--- src/rtl/snap_pkg.sv ---
package snap_pkg;

    typedef enum logic [2:0] {
        OC_NONE,
        OC_READ,
        OC_UNDEF,
        OC_TRAP_EL2,
        OC_TRAP_EL3
    } outcome_e;

    typedef enum logic {
        S_IDLE,
        S_RESP
    } rsp_state_e;

    localparam logic [1:0] ENC_OP0 = 2'b10;
    localparam logic [2:0] ENC_OP1 = 3'b000;
    localparam logic [3:0] ENC_CRN = 4'b1110;
    localparam logic [3:0] ENC_CRM = 4'b1100;
    localparam logic [2:0] ENC_OP2 = 3'b000;

    localparam logic [1:0] EL_0 = 2'd0;
    localparam logic [1:0] EL_1 = 2'd1;
    localparam logic [1:0] EL_2 = 2'd2;
    localparam logic [1:0] EL_3 = 2'd3;

endpackage

--- src/rtl/snap_capture_reg.sv ---
module snap_capture_reg #(
    parameter int DATA_W = 64
) (
    input  logic              clk,
    input  logic              rst_n,
    input  logic [DATA_W-1:0] cnt_value,
    input  logic              cap_strobe,
    input  logic              cap_ok,
    output logic [DATA_W-1:0] snap_q
);
    always_ff @(posedge clk) begin
        if (!rst_n) begin
            snap_q <= '0;
        end else if (cap_strobe && cap_ok) begin
            snap_q <= cnt_value;
        end
    end
endmodule

--- src/rtl/snap_encoding_match.sv ---
module snap_encoding_match
    import snap_pkg::*;
(
    input  logic [1:0] op0,
    input  logic [2:0] op1,
    input  logic [3:0] crn,
    input  logic [3:0] crm,
    input  logic [2:0] op2,
    output logic       hit
);
    always_comb begin
        hit = (op0 == ENC_OP0) && (op1 == ENC_OP1) && (crn == ENC_CRN)
           && (crm == ENC_CRM) && (op2 == ENC_OP2);
    end
endmodule

--- src/rtl/snap_access_resolver.sv ---
module snap_access_resolver
    import snap_pkg::*;
(
    input  logic     enc_hit,
    input  logic [1:0] cur_el,
    input  logic     has_icnt,
    input  logic     has_snap,
    input  logic     has_aa64,
    input  logic     has_el3,
    input  logic     has_fgt2,
    input  logic     el2_enabled,
    input  logic     sdd_undef_prio,
    input  logic     sdd_undef,
    input  logic     el3_snap_en,
    input  logic     el3_fgt2_en,
    input  logic     el2_snapdata_rd,
    output outcome_e decision
);
    logic feat_ok;
    logic prio_undef;
    logic fgt_trap;
    logic el3_block;

    always_comb begin
        feat_ok    = has_icnt && has_snap && has_aa64;
        prio_undef = has_el3 && sdd_undef_prio && !el3_snap_en;
        fgt_trap   = el2_enabled && has_fgt2
                  && ((has_el3 && !el3_fgt2_en) || !el2_snapdata_rd);
        el3_block  = has_el3 && !el3_snap_en;
    end

    always_comb begin
        decision = OC_NONE;
        if (!enc_hit) begin
            decision = OC_NONE;
        end else if (!feat_ok) begin
            decision = OC_UNDEF;
        end else begin
            unique case (cur_el)
                EL_0: decision = OC_UNDEF;
                EL_1: begin
                    if (prio_undef)     decision = OC_UNDEF;
                    else if (fgt_trap)  decision = OC_TRAP_EL2;
                    else if (el3_block) decision = sdd_undef ? OC_UNDEF : OC_TRAP_EL3;
                    else                decision = OC_READ;
                end
                EL_2: begin
                    if (prio_undef)     decision = OC_UNDEF;
                    else if (el3_block) decision = sdd_undef ? OC_UNDEF : OC_TRAP_EL3;
                    else                decision = OC_READ;
                end
                EL_3: decision = OC_READ;
                default: decision = OC_UNDEF;
            endcase
        end
    end
endmodule

--- src/rtl/snap_access_unit.sv ---
module snap_access_unit
    import snap_pkg::*;
#(
    parameter int          DATA_W     = 64,
    parameter int          CLASS_W    = 6,
    parameter logic [5:0]  TRAP_CLASS = 6'h18
) (
    input  logic               clk,
    input  logic               rst_n,
    input  logic [DATA_W-1:0]  cnt_value,
    input  logic               cap_strobe,
    input  logic               cap_ok,
    input  logic               req_valid,
    input  logic [1:0]         req_op0,
    input  logic [2:0]         req_op1,
    input  logic [3:0]         req_crn,
    input  logic [3:0]         req_crm,
    input  logic [2:0]         req_op2,
    input  logic [1:0]         cur_el,
    input  logic               has_icnt,
    input  logic               has_snap,
    input  logic               has_aa64,
    input  logic               has_el3,
    input  logic               has_fgt2,
    input  logic               el2_enabled,
    input  logic               sdd_undef_prio,
    input  logic               sdd_undef,
    input  logic               el3_snap_en,
    input  logic               el3_fgt2_en,
    input  logic               el2_snapdata_rd,
    output logic [3:0]         rsp_onehot,
    output logic [CLASS_W-1:0] rsp_class,
    output logic [DATA_W-1:0]  rsp_data
);
    localparam int OUT_W = 4;
    localparam logic [CLASS_W-1:0] CLASS_CODE = CLASS_W'(TRAP_CLASS);

    logic [DATA_W-1:0] snap_value;
    logic              enc_hit;
    outcome_e          decision;
    rsp_state_e        state_q;
    rsp_state_e        state_d;
    outcome_e          held_q;
    logic [DATA_W-1:0] held_data_q;

    snap_capture_reg #(.DATA_W(DATA_W)) u_cap (
        .clk        (clk),
        .rst_n      (rst_n),
        .cnt_value  (cnt_value),
        .cap_strobe (cap_strobe),
        .cap_ok     (cap_ok),
        .snap_q     (snap_value)
    );

    snap_encoding_match u_match (
        .op0 (req_op0),
        .op1 (req_op1),
        .crn (req_crn),
        .crm (req_crm),
        .op2 (req_op2),
        .hit (enc_hit)
    );

    snap_access_resolver u_resolve (
        .enc_hit         (enc_hit),
        .cur_el          (cur_el),
        .has_icnt        (has_icnt),
        .has_snap        (has_snap),
        .has_aa64        (has_aa64),
        .has_el3         (has_el3),
        .has_fgt2        (has_fgt2),
        .el2_enabled     (el2_enabled),
        .sdd_undef_prio  (sdd_undef_prio),
        .sdd_undef       (sdd_undef),
        .el3_snap_en     (el3_snap_en),
        .el3_fgt2_en     (el3_fgt2_en),
        .el2_snapdata_rd (el2_snapdata_rd),
        .decision        (decision)
    );

    // Next state: accept on a request, retire otherwise
    always_comb begin
        state_d = req_valid ? S_RESP : S_IDLE;
    end

    // State register and the outcome held for the response cycle
    always_ff @(posedge clk) begin
        if (!rst_n) begin
            state_q     <= S_IDLE;
            held_q      <= OC_NONE;
            held_data_q <= '0;
        end else begin
            state_q <= state_d;
            if (req_valid) begin
                held_q      <= decision;
                held_data_q <= snap_value;
            end
        end
    end

    // Outputs
    always_comb begin
        rsp_onehot = '0;
        rsp_class  = '0;
        rsp_data   = '0;
        unique case (state_q)
            S_IDLE: ;
            S_RESP: begin
                unique case (held_q)
                    OC_READ: begin
                        rsp_onehot = OUT_W'(4'b1000);
                        rsp_data   = held_data_q;
                    end
                    OC_UNDEF:    rsp_onehot = OUT_W'(4'b0100);
                    OC_TRAP_EL2: begin
                        rsp_onehot = OUT_W'(4'b0010);
                        rsp_class  = CLASS_CODE;
                    end
                    OC_TRAP_EL3: begin
                        rsp_onehot = OUT_W'(4'b0001);
                        rsp_class  = CLASS_CODE;
                    end
                    default: ;
                endcase
            end
            default: ;
        endcase
    end
endmodule

--- config.mk ---
export PLATFORM = sky130hd
export DESIGN_NAME = snap_access_unit
export DESIGN_NICKNAME = d
export VERILOG_FILES = /design/src/rtl/snap_pkg.sv /design/src/rtl/snap_capture_reg.sv /design/src/rtl/snap_encoding_match.sv /design/src/rtl/snap_access_resolver.sv /design/src/rtl/snap_access_unit.sv
export SDC_FILE = /design/constraint.sdc
export NUM_CORES = 1
export LEC_CHECK = 0
export ABC_AREA = 1
export BUFFER_PORTS_ARGS = -buffer_cell sky130_fd_sc_hd__buf_4
export CAP_MARGIN = 20
export CORE_MARGIN = 8
export CORE_UTILIZATION = 46
export DETAILED_ROUTE_END_ITERATION = 8
export PLACE_DENSITY = 0.76
export SLEW_MARGIN = 20
export SYNTH_ARGS = -nofsm -noshare
export SYNTH_HDL_FRONTEND = slang
export SYNTH_SLANG_ARGS = --single-unit
--- constraint.sdc ---
create_clock -name clk -period 1.1 [get_ports clk]
set_input_delay 0.055 -clock clk [delete_from_list [all_inputs] [get_ports clk]]
set_output_delay 0.055 -clock clk [all_outputs]
set_load 0.03 [all_outputs]
==> summary.md <==
| Metric | Value |
|---|---|
| Leak | `3.43 nW` |
| Yosys reg bits | `132` |
| Reg2reg setup slack | `0.39 ns` |
| Initial antenna violation count | `3` |
| Share of layout cells above drive strength 1 | `32.7%` |
| Part of the Yosys area used for sequential elements | `48.4%` |
| Total CTS buffers | `17` |
| Final hold viol count | `0` |
| Gate Count Post-Synth | `670` |
| Via count | `5057` |
| DR iter-0 viols | `258` |
| Adder-Cell Fraction of Synth Area | `0%` |
| Comb pwr share | `10.1%` |
| Net Sw Power | `2.80 mW` |
| Worst setup margin | `-0.579 ns` |
| Synth Area in XOR/XNOR | `0%` |
| GP Congestion | `0.765` |
| Die Ht | `125 um` |
| Min Tclk post-route | `1.68 ns` |
| Syn_area_per_cell | `8.15 um2` |
| CP endpoint kind | `output port` |
| Hold endpoint | `held_q[0]$_SDFFE_PN0P_` |
| Synth Cell Area | `5460 um2` |
| Peak VDD IR | `0.000925 V` |
| Via/cell ratio | `4.78` |
| Vias in the first global route | `5131` |
| Failing checks | `negative setup slack` |
| Clock-pin slew on the worst setup and hold paths | `0.06 ns` |
| Synth Area in Compound Gates | `16.5%` |
| Final net count | `996` |
| Layout Utilization | `73.6%` |
| Pre-antenna DRT Iters | `4` |
| Startpoint of the worst hold path | `cur_el[1]` |
| Post-route ant nets | `0` |
| Int Power | `8.95 mW` |
| Mux contribution to synthesized area | `0%` |
| Gr usage total | `19.5%` |
| Core area | `11500 um2` |
| CTS H-tree depth | `4` |
| Max Slew Vio Count | `0` |
| CTS root buffer | `clkbuf_16` |
| Simple-gate share of the synthesized area | `20.5%` |
| Pre-CTS setup slack | `-0.141 ns` |
| DR WL/cell | `15.0 um` |
| DIE AREA | `15600 um2` |
| Pwr Total | `11.8 mW` |
| Num rows | `39` |
| Highest-delay cell along the critical path | `dfxtp_2` |
| Crit Path Category | `flip-flop to output port` |
| Ys Warns | `0` |
| Share of the clock period used by the worst path | `153%` |
| Fmax | `596 MHz` |
| Initial cell density of the core | `47.4%` |
| P per Cell Area | `1390 nW/um2` |
| CTS tree | `yes` |
| IO Port Bufs | `167` |
| Yosys cell types | `21` |
| Crit path launch type | `flip-flop` |
| Worst Path Required | `1.04 ns` |
| FILL cells | `772` |
| Hold path depth | `5` |
| Max Cap Viol | `0` |
| Worst-Skew Late Latency | `0.40 ns` |
| Hpwl dp | `9.39 mm` |
| Syn-to-layout area delta | `55.3%` |
| R2R Path Start | `held_q[2]$_SDFFE_PN0P_` |
| Sequential share of power | `43.4%` |
| Post-detailed-routing wire length | `15.9 mm` |
| First-pass GRT wire length | `25.2 mm` |
| Final setup fails | `70` |
| Largest buffer count on any clock path | `2` |
| Unrepaired setup endpoints after global routing | `true` |
| Worst Hold Class | `primary input to flip-flop` |
| Largest family of logic cells by synthesized area | `simple AND/OR/NAND/NOR gates` |
| Clock network power share | `46.4%` |
| Switch share | `23.9%` |
| Worst path max stage delay | `0.33 ns` |
| Drc violations | `0` |
| Status | `finished with violations` |
| Worst-path cell chain | `nor3_4 > nand2_4 > clkbuf_16 > nor2_2 > buf_6` |
| IO Pins | `172` |
| Num Clock Sinks | `132` |
| Total gr overflow | `0` |
| Worst Clk Skew | `0.00795 ns` |
| Worst Path Max Fanout | `16` |
| Die width | `125 um` |
| Pin count of the biggest net entering global routing | `64` |
| FF-to-FF path depth | `3` |
| RR Endpoint | `held_q[2]$_SDFFE_PN0P_` |
| Worst Path Arrival | `1.62 ns` |
-- per-stage QoR --
step,instances,TNS [ns],hold WS (ns),instance area (um2)
final,1057,-36.15,0.0273,8480
after global routing,1057,-41.28,0.0251,8480
after CTS,1052,-36.37,0.00650,8240
after detailed placement,954,-6.93,0.311,6850
after global placement,954,-6.12,0.307,6850
after floorplan,673,-1.99,0.207,5510
-- what timing repair did --
action                                 in CTS  in global routing
endpoints found under the hold margin      67                  0
buffers inserted                            0                  2
gates resized for setup                    37                 50
pin swaps                                   1                  3
cloned                                      0                  2
hold buffers                               66                  0
setup endpoints to repair                  70                 70
-- cells in the mapped netlist, drive strengths merged --
master,number,area share [%]
o22ai,41,4.7
a21oi,41,3.8
nor3,3,0.37
nand2,55,3.8
nand3,9,0.82
clkbuf,10,0.69
inv,131,9.0
or2,1,0.11
buf,34,4.8
nor2,124,15
o21ai,88,8.1
conb,1,0.069
dfxtp,132,48
-- per-layer routing --
metal / GRT usage, % / part of all wire, % / vias up
met1: 21.1 / 39 / 2347
met2: 35.5 / 53 / 148
met3: 5.18 / 5.1 / 27
met5: 0 / 0 / -
met4: 8.31 / 2.6 / 0
li1: - / - / 2535
-- worst max-delay path, delay by kind of cell (launching register included) --
family	cells	cell delay, ns
buffers and inverters	2	0.40
flip-flops	1	0.33
AND/OR/NAND/NOR	3	0.48
-- flip-flops by register name (all words and copies together) (netlist names) --
| signal | cells |
|---|---|
| held_q | 3 |
| state_q | 1 |
| u_cap.snap_q | 64 |
| held_data_q | 64 |
-- kinds of logic (layout without fill, tap and decap cells) --
family	after synthesis	after routing
simple gates	192	192
buf+inv	175	413
compound gates	170	170
flops	132	132
other cells	1	7
-- layout make-up --
cell class	instances	area, um2	area share (%)
Antenna cell	3	7.51	0.0885
Clock buffer	20	467	5.50
Timing Repair Buffer	250	2430	28.6
Sequential cell	132	2650	31.2
Tap cell	143	179	2.11
Multi-Input combinational cell	366	2140	25.2
Clock inverter	12	120	1.42
Inverter	131	495	5.84
-- layout by cell type, fill, tap and decap left out, types with 13 or more instances in the layout --
cell and instances:
a21oi_1 41, buf_4 109, buf_6 66, clkbuf_16 19, dfxtp_1 128, dlygate4sd3_1 66, inv_1 125, nand2_1 51
nor2_1 61, nor2_4 52, o21ai_0 74, o21ai_1 13, o22ai_1 41
-- how the worst max path moves through the flow --
stage                                 startpoint  depth (start not counted)            end
final                     held_q[2]$_SDFFE_PN0P_                          5    rsp_data[1]
after global placement    held_q[0]$_SDFFE_PN0P_                          6  rsp_onehot[3]
after global routing      held_q[0]$_SDFFE_PN0P_                          6    rsp_data[1]
after CTS                 held_q[2]$_SDFFE_PN0P_                          5    rsp_data[4]
after floorplan           held_q[1]$_SDFFE_PN0P_                          2  rsp_onehot[2]
after detailed placement  held_q[2]$_SDFFE_PN0P_                          5    rsp_data[4]
-- power by group through the flow --
stage	Sequential, mW	Combinational, mW	Clock, mW
after floorplan	5.18	0.564	0
after global placement	5.19	0.950	0
after detailed placement	5.20	0.969	0
after CTS	5.10	1.17	5.53
after global routing	5.12	1.32	5.76
final	5.11	1.19	5.45
(Power assumes the default switching activity.)
